File: config.mk
export PLATFORM = sky130hd
export DESIGN_NAME = clkpwr_ctrl
export DESIGN_NICKNAME = d
export VERILOG_FILES = /design/src/rtl/clkpwr_pkg.sv /design/src/rtl/clkpwr_next.sv /design/src/rtl/clkpwr_decode.sv /design/src/rtl/clkpwr_ctrl.sv
export SDC_FILE = /design/constraint.sdc
export NUM_CORES = 1
export LEC_CHECK = 0
export BUFFER_PORTS_ARGS = -buffer_cell sky130_fd_sc_hd__buf_2
export CAP_MARGIN = 20
export CORE_AREA = 2 2 39 41
export CTS_CLUSTER_DIAMETER = 80
export DETAILED_ROUTE_END_ITERATION = 10
export DIE_AREA = 0 0 41 43
export GPL_ROUTABILITY_DRIVEN = 0
export PLACE_DENSITY = 0.76
export SYNTH_ARGS = -nofsm -noshare
export SYNTH_HDL_FRONTEND = slang
export SYNTH_HIERARCHICAL = 1
export SYNTH_SLANG_ARGS = --single-unit
File: constraint.sdc
create_clock -name clk -period 1.85 [get_ports clk]
set_clock_uncertainty 0.1 [all_clocks]
set_input_delay 0.37 -clock clk [delete_from_list [all_inputs] [get_ports clk]]
set_output_delay 0.37 -clock clk [all_outputs]
set_load 0.005 [all_outputs]
File: src/rtl/clkpwr_pkg.sv
package clkpwr_pkg;
  localparam int MODE_W = 4;

  typedef enum logic [MODE_W-1:0] {
    M_POR     = 4'd0,
    M_MAIN    = 4'd1,
    M_PLLWAIT = 4'd2,
    M_PLL     = 4'd3,
    M_MSLEEP  = 4'd4,
    M_PSLEEP  = 4'd5,
    M_TBT     = 4'd6,
    M_STOP    = 4'd7,
    M_OSCWAIT = 4'd8,
    M_RSTHOLD = 4'd9
  } mode_e;

  typedef struct packed {
    logic osc_en;
    logic pll_en;
    logic sel_pll;
    logic cpu_en;
    logic per_en;
    logic standby;
  } ctl_t;

  function automatic logic is_lowpower(mode_e m);
    return (m == M_MSLEEP) || (m == M_PSLEEP) || (m == M_TBT) || (m == M_STOP);
  endfunction

  function automatic logic is_pll_domain(mode_e m);
    return (m == M_PLL) || (m == M_PSLEEP) || (m == M_TBT);
  endfunction
endpackage

File: src/rtl/clkpwr_next.sv
module clkpwr_next
  import clkpwr_pkg::*;
(
  input  mode_e cur,
  input  logic  resume_pll,
  input  logic  sel_main,
  input  logic  slp,
  input  logic  stp,
  input  logic  irq,
  input  logic  ext_sw_rst,
  input  logic  wdt_rst,
  input  logic  osc_ok,
  input  logic  pll_ok,
  output mode_e nxt,
  output logic  nxt_resume,
  output logic  release_evt
);
  logic any_rst;
  assign any_rst = ext_sw_rst | wdt_rst;
  assign release_evt = is_lowpower(cur) & (irq | any_rst);

  // Run-state choice: clock switch first, then stop, then sleep.
  function automatic mode_e run_pick(mode_e here, logic want_main, logic s, logic p);
    mode_e r = here;
    if (here == M_MAIN) begin
      if (!want_main) r = M_PLLWAIT;
      else if (p)     r = M_STOP;
      else if (s)     r = M_MSLEEP;
    end else begin
      if (want_main)  r = M_MAIN;
      else if (p)     r = M_TBT;
      else if (s)     r = M_PSLEEP;
    end
    return r;
  endfunction

  always_comb begin
    nxt = cur;
    nxt_resume = resume_pll;
    if (cur == M_POR) begin
      if (osc_ok && !any_rst) nxt = M_MAIN;
      nxt_resume = 1'b0;
    end else if (any_rst) begin
      nxt = M_RSTHOLD;
      if (wdt_rst)              nxt_resume = 1'b0;
      else if (cur != M_RSTHOLD) nxt_resume = is_pll_domain(cur);
    end else begin
      unique case (cur)
        M_MAIN, M_PLL: nxt = run_pick(cur, sel_main, slp, stp);
        M_PLLWAIT: begin
          if (sel_main)    nxt = M_MAIN;
          else if (pll_ok) nxt = M_PLL;
        end
        M_MSLEEP:  if (irq) nxt = M_MAIN;
        M_PSLEEP:  if (irq) nxt = M_PLL;
        M_TBT:     if (irq) nxt = M_PLLWAIT;
        M_STOP:    if (irq) nxt = M_OSCWAIT;
        M_OSCWAIT: if (osc_ok) nxt = M_MAIN;
        M_RSTHOLD: if (osc_ok && (!resume_pll || pll_ok)) nxt = resume_pll ? M_PLL : M_MAIN;
        default:   nxt = M_POR;
      endcase
    end
  end
endmodule

File: src/rtl/clkpwr_decode.sv
module clkpwr_decode
  import clkpwr_pkg::*;
(
  input  mode_e mode,
  input  logic  resume_pll,
  input  logic  float_sel,
  output ctl_t  ctl,
  output logic  pin_hold,
  output logic  pin_hiz
);
  function automatic ctl_t mode_ctl(mode_e m, logic keep_pll);
    ctl_t c = '0;
    c.osc_en = (m != M_STOP);
    unique case (m)
      M_MAIN:    begin c.cpu_en = 1'b1; c.per_en = 1'b1; end
      M_PLLWAIT: begin c.pll_en = 1'b1; c.cpu_en = 1'b1; c.per_en = 1'b1; end
      M_PLL:     begin c.pll_en = 1'b1; c.sel_pll = 1'b1; c.cpu_en = 1'b1; c.per_en = 1'b1; end
      M_MSLEEP:  c.per_en = 1'b1;
      M_PSLEEP:  begin c.pll_en = 1'b1; c.sel_pll = 1'b1; c.per_en = 1'b1; end
      M_TBT, M_STOP, M_OSCWAIT: c.standby = 1'b1;
      M_RSTHOLD: c.pll_en = keep_pll;
      default:   ;
    endcase
    return c;
  endfunction

  assign ctl      = mode_ctl(mode, resume_pll);
  assign pin_hold = ctl.standby & ~float_sel;
  assign pin_hiz  = ctl.standby & float_sel;
endmodule

File: src/rtl/clkpwr_ctrl.sv
module clkpwr_ctrl
  import clkpwr_pkg::*;
(
  input  logic              clk,
  input  logic              rst_n,
  input  logic              ext_rst,
  input  logic              sw_rst,
  input  logic              wdt_rst,
  input  logic              irq,
  input  logic              clk_sel_main,
  input  logic              sleep_req,
  input  logic              stop_req,
  input  logic              pin_float_sel,
  input  logic              osc_stable,
  input  logic              pll_stable,
  output logic              osc_en,
  output logic              pll_en,
  output logic              clk_src_pll,
  output logic              cpu_clk_en,
  output logic              per_clk_en,
  output logic              pin_hold,
  output logic              pin_hiz,
  output logic              req_clr,
  output logic [MODE_W-1:0] mode_code
);
  mode_e mode_q, mode_d;
  logic  resume_q, resume_d;
  logic  release_evt;
  logic  any_rst;
  ctl_t  ctl;

  assign any_rst = ext_rst | sw_rst | wdt_rst;

  clkpwr_next u_next (
    .cur(mode_q), .resume_pll(resume_q), .sel_main(clk_sel_main),
    .slp(sleep_req), .stp(stop_req), .irq(irq),
    .ext_sw_rst(ext_rst | sw_rst), .wdt_rst(wdt_rst),
    .osc_ok(osc_stable), .pll_ok(pll_stable),
    .nxt(mode_d), .nxt_resume(resume_d), .release_evt(release_evt)
  );

  always_ff @(posedge clk or negedge rst_n) begin
    if (!rst_n) begin
      mode_q   <= M_POR;
      resume_q <= 1'b0;
    end else begin
      mode_q   <= mode_d;
      resume_q <= resume_d;
    end
  end

  clkpwr_decode u_dec (
    .mode(mode_q), .resume_pll(resume_q), .float_sel(pin_float_sel),
    .ctl(ctl), .pin_hold(pin_hold), .pin_hiz(pin_hiz)
  );

  assign osc_en      = ctl.osc_en;
  assign pll_en      = ctl.pll_en;
  assign clk_src_pll = ctl.sel_pll;
  assign cpu_clk_en  = ctl.cpu_en;
  assign per_clk_en  = ctl.per_en;
  assign req_clr     = release_evt;
  assign mode_code   = mode_q;
endmodule

==> results.json, run 1 <==
{
  "period_needed_ns": 1.76,
  "first_global_vias": 583,
  "tns_ns": 0,
  "drt_wl_total_mm": 1.52,
  "fmax_ghz": 0.568,
  "cap_violations": 0,
  "ff2ff_path_depth": 6,
  "hold_viol_final": 0,
  "cts.htree.levels": 1,
  "core_mm2": 0.00138,
  "clock_latency_ns": 0.24,
  "die_w_um": 41,
  "dieArea_mm2": 0.00176,
  "grt_max_degree": 15,
  "cts_tree": "built",
  "syn2layout_area_growth_pct": 34.3,
  "max-clock-path-buffers": 2,
  "top_layer_used": "met4",
  "layout-drive-gt1-share": 0.376,
  "cts_buffers": 3,
  "grt_pass1_wl_mm": 2.35,
  "io_buffers": 23,
  "met3WireLength_um": 109,
  "wl_met1_um": 638,
  "p_leak_uw": 0.000334,
  "worst_ir_drop_vdd_mv": 0.334,
  "dp_hpwl_mm": 1.12,
  "ios": 24,
  "antenna_found_initial": 0,
  "cts_sinks": 5,
  "cts_root_buf": "clkbuf_4",
  "syn-mean-instance-area_um2": 7.16,
  "synth_area_um2": 573,
  "worstPathRequired_ns": 1.38,
  "crit_path_end_kind": "output port",
  "power_density_mw_per_mm2": 353,
  "rows": 14,
  "synth_nets": 92,
  "gr-usage-all-layers": 0.190,
  "hold_ws_ns": 0.362,
  "diodes": 0,
  "initial_core_util": 0.414,
  "relSlewSlack": 0.809,
  "worst_pin_slew_ns": 0.282,
  "grt-ovfl-total": 0,
  "ys_warn_count": 6,
  "critPathLaunchType": "flop",
  "clkTransAtPathRegs_ns": 0.04,
  "worstPathMaxFanout": 13,
  "nets": 122,
  "syn_inst": 80,
  "drtIter0Drc": 17,
  "num_vias": 698,
  "viasPerCell": 5.58,
  "dr.pass1.iters": 4,
  "slew_violations": 0,
  "arrival_ns": 1.29,
  "wl_per_cell_um": 12.2,
  "setup_violations": 0,
  "drtAntennaViolNets": 0,
  "wl_met2_um": 720,
  "worst-setup-path-type": "reg -> out",
  "rsz0062_at_grt": "true",
  "drcViolationCount": 0,
  "hold_depth": 2,
  "post-route-period-util": 0.952,
  "die_y_um": 43,
  "hold_class": "in -> reg",
  "status": "completed"
}
## through the flow
stage          setup slack [ns]  instance area (um2)  power, uW  cells  utilization
4_1_cts                  0.0138                  752        277    123        0.543
3_5_place_dp              0.242                  713        147    118        0.515
3_3_place_gp              0.256                  713        147    118        0.515
6_report                 0.0893                  769        272    125        0.556
2_1_floorplan             0.372                  573        126     80            -
5_1_grt                -0.00577                  769        288    125        0.556
## power breakdown
part / leakage, uW / internal (uW) / switching [uW] / total, uW
Combinational: 0.000263 / 17.8 / 19.9 / 37.8
Sequential: 0.0000555 / 110 / 0.432 / 110
Clock: 0.0000150 / 81.4 / 42.3 / 124
## layer usage
metal,vias to the layer above,track usage
met5,-,0
met4,0,0.113
met3,4,0.0157
met2,35,0.291
met1,308,0.246
li1,351,-
## final timing paths
kind | startpoint | endpoint | slack, ns
max | mode_code[1]$_DFF_PN0_ | pin_hiz | 0.09
min | wdt_rst | resume_q$_DFF_PN0_ | 0.36
max reg2reg | mode_code[0]$_DFF_PN0_ | resume_q$_DFF_PN0_ | 0.19
min reg2reg | resume_q$_DFF_PN0_ | mode_code[1]$_DFF_PN0_ | 0.64
max in group asynchronous | rst_n | mode_code[1]$_DFF_PN0_ | 1.12
min in group asynchronous | rst_n | resume_q$_DFF_PN0_ | 0.39
## placed cells by master (no fill, tap or decap), types with 2 or more instances in the layout
master	instances
o2bb2ai_1	2
dfrtp_2	4
nor2b_1	2
o21ai_0	6
inv_1	2
buf_2	23
buf_4	6
nand2b_1	3
a31oi_1	2
clkbuf_4	3
nor3_1	3
nor2_1	9
xnor2_1	2
nand3b_1	2
o31ai_1	2
o21ai_1	2
nand2_1	6
a21oi_1	7
## registers in the layout (all words and copies together), names as in the netlist
name and count:
mode_code 4, resume_q 1
## worst max-delay path, stage by stage (launching register included)
cell,delay [ns]
dfrtp_2,0.48
nor4b_2,0.30
a21oi_2,0.07
nor2b_2,0.10
buf_2,0.10
## cell type report
class	instances	area [um2]
clock buffer	4	26.3
multi-input combinational	67	412
timing repair buffer	30	170
tap	16	20.0
sequential	5	130
fill	144	614
inverter	3	11.3
## timing repair
item | 4_1_cts | 5_1_grt
setup endpoints to repair | 2 | 4
endpoints found under the hold margin | 5 | 0
pin swaps | 0 | 0
setup buffers | 0 | 2
gates resized for setup | 2 | 3
hold buffers | 1 | 0
(Power assumes the default switching activity.)
==> run 2, diff against run 1 <==
==> config.mk (replaced) <==
export PLATFORM = sky130hd
export DESIGN_NAME = clkpwr_ctrl
export DESIGN_NICKNAME = d
export VERILOG_FILES = /design/src/rtl/clkpwr_pkg.sv /design/src/rtl/clkpwr_next.sv /design/src/rtl/clkpwr_decode.sv /design/src/rtl/clkpwr_ctrl.sv
export SDC_FILE = /design/constraint.sdc
export NUM_CORES = 1
export LEC_CHECK = 0
export BUFFER_PORTS_ARGS = -buffer_cell sky130_fd_sc_hd__buf_4
export CAP_MARGIN = 20
export CORE_MARGIN = 1.5
export CORE_UTILIZATION = 47
export CTS_CLUSTER_DIAMETER = 80
export DETAILED_ROUTE_END_ITERATION = 10
export GPL_ROUTABILITY_DRIVEN = 0
export PLACE_DENSITY = 0.8
export SYNTH_ARGS = -nofsm -noshare
export SYNTH_HDL_FRONTEND = slang
export SYNTH_SLANG_ARGS = --single-unit
==> run 2 against run 1 <==
The run now ends with setup timing left. Die area down 11%. Hold slack got worse by 0.039 ns. Clock-buffer cell count unchanged. Flip-flop and latch count unchanged. Final cell count is 20% higher. Combinational power increased to 4.5 times the previous value. Synthesized area grew 10%. Critical path depth up 2. Sequential share of layout area shrank 6.4 points. Global-route usage increased by 22 points. Non-clock buffer count increased by 26. Sequential power rose by 9%. Largest cell class unchanged.
==> results.json, run 2 <==
{
  "viasPerCell": 6.98,
  "initial_core_util": 0.497,
  "worstSetupPathDepth": 6,
  "layout-drive-gt1-share": 0.585,
  "cts_buffers": 3,
  "ff2ff_path_depth": 6,
  "place_ws_ns": -0.149,
  "dpl-instance-area_um2": 938,
  "wl_per_cell_um": 24.1,
  "arrival_ns": 1.48,
  "comb_power_share": 0.382,
  "dp_hpwl_mm": 1.59,
  "worst-setup-path-type": "reg -> out",
  "cts_tree": "built",
  "dieArea_mm2": 0.00157,
  "crit_buf_inv": 3,
  "layout_common_cells": "buf_4, nand2_1, buf_6",
  "synthMostInstantiatedCell": "nand2_1",
  "layout_commonest_cell": "buf_4",
  "relSlewSlack": 0.716,
  "clock_latency_ns": 0.28,
  "cts_sinks": 5,
  "synth_commonest_cells": "nand2_1, a21oi_1, dfrtp_1, nor2_1, nor2b_1",
  "synth_seq_cells": 5,
  "first_global_vias": 865,
  "hold_class": "in -> async",
  "max_stage_delay_ns": 0.44,
  "synth-edff-count": 0,
  "synth_ff_type": "dfrtp_1",
  "p_sw_frac": 0.369,
  "reg2reg_from": "mode_code[1]$_DFFE_PN0P_",
  "hold_viol_final": 0,
  "total_power_uw": 443,
  "core_mm2": 0.00127,
  "yosys.area.top_type": "dfrtp_1",
  "post-route-period-util": 1.05,
  "ys_seq_area_frac": 0.198,
  "gr-usage-all-layers": 0.413,
  "die_w_um": 39.6,
  "async_flop_share": 1.00,
  "cts_root_buf": "clkbuf_4",
  "rows": 13,
  "p_seq_frac": 0.271,
  "drtAntennaViolNets": 0,
  "grt_pass1_wl_mm": 4.13,
  "clkTransAtPathRegs_ns": 0.08,
  "period_needed_ns": 1.95,
  "dp.cells": 133,
  "drt_wl_total_mm": 3.62,
  "crit_family": "flip-flops",
  "die_y_um": 39.6,
  "ys_warn_count": 0,
  "crit_top_cell": "buf_6",
  "worst_slack_ns": -0.0962,
  "worst_pin_slew_ns": 0.427,
  "num_vias": 1047,
  "nets": 148,
  "grt_max_degree": 11,
  "drcViolationCount": 0,
  "worstPathMaxFanout": 5,
  "max-clock-path-buffers": 2,
  "critPathLaunchType": "flop",
  "regArea_um2": 126,
  "fmax_ghz": 0.514,
  "cpMaxStageDelayCell": "dfrtp_1",
  "drtIter0Drc": 70,
  "n_fill_cell": 38,
  "setup.worst_path.end": "pin_hiz",
  "diodes": 0,
  "rsz0062_at_grt": "true",
  "syn_inst": 81,
  "synthTopCellsByArea": "dfrtp_1, nand2_1, nor2b_1",
  "cts.htree.levels": 1,
  "final_core_util": 0.944,
  "slew_violations": 0,
  "p_leak_uw": 0.000549,
  "setup_violations": 8,
  "power_switching_uw": 163,
  "p_clk_frac": 0.348,
  "antenna_found_initial": 0,
  "yosysUniqueCellTypes": 39,
  "cap_violations": 0,
  "fin_area_mm2": 0.00120,
  "worstPathRequired_ns": 1.38,
  "io_buffers": 23,
  "syn-mean-instance-area_um2": 7.79,
  "synth_top_area_frac": 0.198,
  "cp-startpoint": "mode_code[1]$_DFFE_PN0P_",
  "status": "finished with violations",
  "largest_reg_flops": 4,
  "power_density_mw_per_mm2": 370,
  "p_int_uw": 279,
  "r2r_end": "mode_code[0]$_DFFE_PN0P_",
  "synth_nets": 93,
  "dr.pass1.iters": 5,
  "syn2layout_area_growth_pct": 89.9,
  "worst_ir_drop_vdd_mv": 0.377,
  "violations": "setup timing",
  "ios": 24,
  "synth_area_um2": 631,
  "multi_input_area_um2": 569,
  "r2r_slack_ns": -0.05,
  "fin_cells": 150,
  "crit_path_end_kind": "output port",
  "path_cells": "buf_6 -> nor2_4 -> buf_6 -> a22oi_2 -> nor2b_1 -> buf_4",
  "grt-ovfl-total": 0
}
## run 2: power by group through the flow
stage | registers [uW] | logic (uW) | clock network (uW)
global placement | 120 | 115 | 0
detailed placement | 120 | 119 | 0
global route | 120 | 174 | 157
finish | 120 | 169 | 154
CTS | 118 | 133 | 140
floorplan | 119 | 55.7 | 0
## run 2: cell families after synthesis
kind of cell,Yosys count,share of synthesized area
AO/OA/AOI/OAI,25,0.308
flip-flops,5,0.198
buffers and inverters,9,0.0714
AND/OR/NAND/NOR,36,0.325
multiplexers,2,0.0397
adder cells (fa/ha/maj),1,0.0159
XOR/XNOR,3,0.0417
## run 2: what timing repair did
action | CTS | global route
gates resized for setup | 13 | 14
endpoints found under the hold margin | 5 | 0
hold buffers | 1 | 0
setup buffers | 5 | 7
pin swaps | 0 | 4
cloned | 0 | 0
endpoints found under the setup margin | 6 | 7
## run 2: metrics by stage
stage	hold slack (ns)	TNS, ns
floorplan	-0.0256	0
global placement	0.0715	-0.113
detailed placement	0.0720	-0.160
CTS	0.352	0
global route	0.366	-0.580
finish	0.323	-0.434
## run 2: cell type report
type | count | area share
inverters | 3 | 0.00940
clock buffers | 4 | 0.0219
well taps | 15 | 0.0157
repair buffers | 56 | 0.372
flip-flops and latches | 5 | 0.106
multi-input cells | 67 | 0.475
## run 2: worst min path at each step
| stage | slack (ns) | to | cells past startpoint | start |
|---|---|---|---|---|
| after floorplan | -0.03 | mode_code[0]$_DFFE_PN0P_ | 0 | rst_n |
| after global placement | 0.07 | mode_code[2]$_DFFE_PN0P_ | 1 | rst_n |
| after detailed placement | 0.07 | mode_code[2]$_DFFE_PN0P_ | 1 | rst_n |
| after CTS | 0.35 | mode_code[1]$_DFFE_PN0P_ | 2 | rst_n |
| after global routing | 0.37 | mode_code[0]$_DFFE_PN0P_ | 2 | rst_n |
| final | 0.32 | mode_code[0]$_DFFE_PN0P_ | 2 | rst_n |
## run 2: worst register-to-register path, stage by stage (launching register included)
cell       delay [ns]
dfrtp_1          0.43
buf_4            0.18
nand2b_1         0.21
a31oi_4          0.06
a2111oi_4        0.40
a21boi_2         0.11
mux2_4           0.31
## run 2: metal layers
metal / track usage / up-vias / wire length [um]
met5: 0 / - / 0
met4: 0.207 / 0 / 243
met3: 0.0739 / 32 / 472
met2: 0.701 / 118 / 1690
met1: 0.486 / 492 / 1210
li1: - / 405 / -
